File: config.mk
export PLATFORM = sky130hd
export DESIGN_NAME = pulse_rate_divider
export DESIGN_NICKNAME = d
export VERILOG_FILES = /design/src/rtl/prd_pkg.sv /design/src/rtl/prd_ctrl_shift.sv /design/src/rtl/prd_stage.sv /design/src/rtl/pulse_rate_divider.sv
export SDC_FILE = /design/constraint.sdc
export NUM_CORES = 1
export LEC_CHECK = 0
export ABC_AREA = 1
export BUFFER_PORTS_ARGS = -buffer_cell sky130_fd_sc_hd__buf_2
export CAP_MARGIN = 20
export CORE_MARGIN = 5
export CORE_UTILIZATION = 45
export CTS_CLUSTER_SIZE = 28
export DETAILED_ROUTE_END_ITERATION = 7
export PLACE_DENSITY = 0.63
export SLEW_MARGIN = 25
export SYNTH_ARGS = -nofsm -noshare
export SYNTH_HDL_FRONTEND = slang
export SYNTH_SLANG_ARGS = --single-unit
File: constraint.sdc
create_clock -name clk -period 2.1 [get_ports clk]
set_input_delay 0.315 -clock clk [delete_from_list [all_inputs] [get_ports clk]]
set_output_delay 0.315 -clock clk [all_outputs]
set_load 0.05 [all_outputs]
File: src/rtl/prd_pkg.sv
package prd_pkg;
  // Number of input pulses between output pulses for a given control word.
  function automatic int unsigned ratio_of(int unsigned stages, int unsigned k);
    return (32'd1 << stages) - k;
  endfunction
endpackage

File: src/rtl/prd_ctrl_shift.sv
module prd_ctrl_shift #(
  parameter int STAGES = 10
) (
  input  logic              clk,
  input  logic              rst,
  input  logic              shift_en,
  input  logic              bit_in,
  output logic [STAGES-1:0] word
);
  generate
    if (STAGES == 1) begin : g_one
      always_ff @(posedge clk) begin
        if (rst) word <= '0;
        else if (shift_en) word <= bit_in;
      end
    end else begin : g_many
      always_ff @(posedge clk) begin
        if (rst) word <= '0;
        else if (shift_en) word <= {word[STAGES-2:0], bit_in};
      end
    end
  endgenerate

  // control word only moves on a shift strobe
  assert_word_hold_R5: assert property (@(posedge clk) disable iff (rst)
    !shift_en |=> $stable(word));
endmodule

File: src/rtl/prd_stage.sv
module prd_stage (
  input  logic clk,
  input  logic rst,
  input  logic pulse,
  input  logic carry_in,
  input  logic wrap,
  input  logic shunt,
  output logic q
);
  always_ff @(posedge clk) begin
    if (rst) q <= 1'b0;
    else if (pulse) begin
      if (wrap) q <= shunt;
      else if (carry_in) q <= ~q;
    end
  end

  // idle cycles leave the stage untouched
  assert_stage_idle_R6: assert property (@(posedge clk) disable iff (rst)
    !pulse |=> $stable(q));
endmodule

File: src/rtl/pulse_rate_divider.sv
module pulse_rate_divider #(
  parameter int STAGES = 10
) (
  input  logic clk,
  input  logic rst,
  input  logic in_pulse,
  input  logic ctrl_bit,
  input  logic ctrl_shift,
  output logic out_pulse,
  output logic out_square
);
  import prd_pkg::*;

  localparam int unsigned FULL_RATIO = ratio_of(STAGES, 0);

  logic [STAGES-1:0] k_word;
  logic [STAGES-1:0] q;
  logic [STAGES:0]   carry;
  logic              wrap;

  prd_ctrl_shift #(.STAGES(STAGES)) u_ctrl (
    .clk(clk), .rst(rst), .shift_en(ctrl_shift), .bit_in(ctrl_bit), .word(k_word)
  );

  assign carry[0] = in_pulse;
  assign wrap     = carry[STAGES];

  generate
    for (genvar i = 0; i < STAGES; i++) begin : g_stage
      assign carry[i+1] = carry[i] & q[i];
      prd_stage u_stage (
        .clk(clk), .rst(rst), .pulse(in_pulse), .carry_in(carry[i]),
        .wrap(wrap), .shunt(k_word[i]), .q(q[i])
      );
    end
  endgenerate

  always_ff @(posedge clk) begin
    if (rst) begin
      out_pulse  <= 1'b0;
      out_square <= 1'b0;
    end else begin
      out_pulse <= wrap;
      if (wrap) out_square <= ~out_square;
    end
  end

  // an output pulse always follows an accepted input pulse
  assert_pulse_cause_R6: assert property (@(posedge clk) disable iff (rst)
    out_pulse |-> $past(in_pulse));
  // square output flips with each output pulse
  assert_square_flip_R7: assert property (@(posedge clk) disable iff (rst)
    out_pulse |-> (out_square != $past(out_square)));
  assert_square_hold_R7: assert property (@(posedge clk) disable iff (rst)
    !out_pulse |-> $stable(out_square));
  // the full ratio must fit the counter width
  initial assert_ratio_fits_R3: assert (FULL_RATIO >= 2);
endmodule

==> reports/metrics.csv <==
metric;value;unit
relative slew slack;69.82;%
Final Instance Area;1055;um2
initial antenna violation count;0;
Diodes inserted;0;
vias per cell;4.890;
RSZ-0062 raised after global routing;no;
Fin. Hold Viols;0;
P per Cell Area;772.5;nW/um2
Area Overhead vs Synth;11.51;%
Net Count, Synth;125;
HP Start;rst;
global routing met1 resource utilization;14.71;%
GPL Wtd Cong;0.6944;
Yosys reg bits;22;
initial cell density of the core;47.73;%
1st-iter DRT viols;19;
worst skew pair latency;310;ps
vias in the first global route;739;
Reg-to-Reg Start;g_stage[7].u_stage.q$_SDFFE_PP0P_;
top cells by area, synth;dfxtp_1 47%, o21ai_0 8.5%, a21oi_1 7.4%;
dpl cells;151;
crit path max fanout;10;
Tmin final;1304;ps
gr busiest metal;met2;
endpoints failing setup;0;
leakage power;0.4874;nW
row count;16;
largest family of logic cells by synthesized area;simple AND/OR/NAND/NOR gates;
GR Util met3;2.088;%
Worst Hold Path EP;out_pulse$_SDFF_PP0_;
CTS Buf Count;3;
worst slack, placed;751.3;ps
HP Class;input port to register;
Max clock buf depth;2;
gr usage total;11.83;%
Required @ worst endpoint;2370;ps
Achievable Freq;766.7;MHz
GRT met2 Usage;19.93;%
first-pass GRT wire length;3036;um
final net count;134;
Simple-Gate Fraction of Synth Area;27.91;%
mapped cell area;945.9;um2
slew at the pin closest to its max-slew limit;452.2;ps
total clock sinks;22;
R2R Setup Slk;800;ps
setup ws final;795.6;ps
post-synthesis xor/xnor area fraction;0;%
crit end category;register;
Root Buffer;clkbuf_4;
post-CTS sizing;0;
dpl hpwl;1245;um
CP Launch Type;register;
CTS Hold Buffers Added;0;
worst hold path depth;2;
drc violations;0;
post-synth top area share;46.56;%
PnR Total Power;0.0008148;W
final std cells w/o fill;155;
Die Span Y;55.85;um
Compound-Gate Fraction of Synth Area;18.12;%
DR vias;758;
adder-cell area share of the yosys netlist;0;%
grt ovf;0;
drt wl/cell;10.75;um
Core ar.;1982;um2
layout cells sized above 1;17.19;%
CP arrival;1570;ps
Ys Warns;0;
routed wire length;1667;um
Netlist cell types;23;
final critical-path share of the clock period;62.11;%
skew final;11.49;ps
Reg-to-Reg End;g_stage[8].u_stage.q$_SDFFE_PP0P_;
IO buf count;6;
Seq/Total Area, Yosys;46.56;%
IO Pins;7;
Slew Limit Fails;0;
drt pass-1 iters;4;
Routed Antenna Nets;0;
Crit Path Class;register to register;
status;complete, no violations;
CTS H-tree lvls;1;
Register-to-Register Path Depth;8;
Synth Area per Inst;7.883;um2
dpl cell area;1002;um2
multiplexer share of the synthesized area;0;%
largest net degree at the start of global routing;20;
setup total negative slack;0;ps
Synth area leader;dfxtp_1;
max-cap violation count;0;
postcts setup bufs;0;
die area;3119;um2
peak supply drop;0.3975;mV
CTS tree;done;
chip width;55.85;um
Syn Inst Count;120;
Reg clk slew, reported paths;140;ps
## stage by stage
stage,util [%],hold slack (ps)
after floorplan,-,386.6
after global placement,50.57,451.6
after detailed placement,50.57,457.2
after CTS,53.22,187.4
after global routing,53.22,205.0
final,53.22,200.6
## sequential cells by signal, summed over array words and instances, names as in the netlist
register / flops
g_stage.u_stage.q: 10
out_pulse: 1
out_square: 1
u_ctrl.word: 10
## Yosys cell counts
cell	number
o21ai_0	16
nor3_1	1
dfxtp_1	22
nand4_1	2
nand2_1	16
nand3b_1	1
a21oi_1	14
nand3_4	1
nor2_8	2
nor2_4	1
inv_1	14
nand4_2	1
a21oi_2	1
nand2_2	2
inv_2	1
clkbuf_1	2
nor2_1	17
o21ai_1	1
nand3_2	1
inv_4	1
nor2_2	1
nand3_1	1
o21a_1	1
## critical path: stages (launching register included)
cell     delay, ps
dfxtp_1        380
nand2_1        100
nor2_2         150
nand3_2        130
nor2_8         190
inv_4           60
nor2_1         110
nor2_1          60
nor2_1          90
## routing by layer
metal,vias up,share of wire [%]
met5,-,0
met4,0,0.78
met3,2,2.7
met2,8,47
met1,342,49
li1,406,-
## final cells by class
type / instances / area [um2]
Fill cell: 197 / 927.1
Clock buffer: 3 / 22.52
Timing Repair Buffer: 6 / 30.03
Tap cell: 27 / 33.78
Sequential cell: 22 / 440.4
Clock inverter: 1 / 30.03
Inverter: 16 / 62.56
Multi-Input combinational cell: 80 / 435.4
## cells by family (layout without fill, tap and decap cells)
group,after synthesis,after routing
and+or+nand+nor,47,47
DFF,22,22
AOI/OAI and AO/OA,33,33
buffers and inverters,18,26
## power breakdown
group          internal (W)  total [W]  switching [W]
sequential         0.000433   0.000442     0.00000926
combinational     0.0000142  0.0000422      0.0000280
clock              0.000193   0.000331       0.000138
total              0.000640   0.000815       0.000175
## worst max path at each step
| stage | start | to | slack, ps | depth (start not counted) |
|---|---|---|---|---|
| finish | g_stage[7].u_stage.q$_SDFFE_PP0P_ | g_stage[8].u_stage.q$_SDFFE_PP0P_ | 800 | 8 |
| global route | g_stage[7].u_stage.q$_SDFFE_PP0P_ | g_stage[7].u_stage.q$_SDFFE_PP0P_ | 610 | 8 |
| CTS | g_stage[7].u_stage.q$_SDFFE_PP0P_ | g_stage[8].u_stage.q$_SDFFE_PP0P_ | 780 | 8 |
| detailed placement | in_pulse | g_stage[8].u_stage.q$_SDFFE_PP0P_ | 750 | 9 |
| global placement | in_pulse | g_stage[8].u_stage.q$_SDFFE_PP0P_ | 770 | 9 |
| floorplan | g_stage[0].u_stage.q$_SDFFE_PP0P_ | g_stage[8].u_stage.q$_SDFFE_PP0P_ | 960 | 7 |
## placed cells by master (no fill, tap or decap), drive strengths merged
cell type  Yosys  final
clkbuf         2      3
nand2         18     18
o21a           1      1
o21ai         17     17
dfxtp         22     22
nor3           1      1
bufinv         0      1
nand3b         1      1
inv           16     16
buf            0      6
nor2          21     21
nand4          3      3
a21oi         15     15
nand3          3      3
Note: power is estimated with default switching activity, not from simulation.
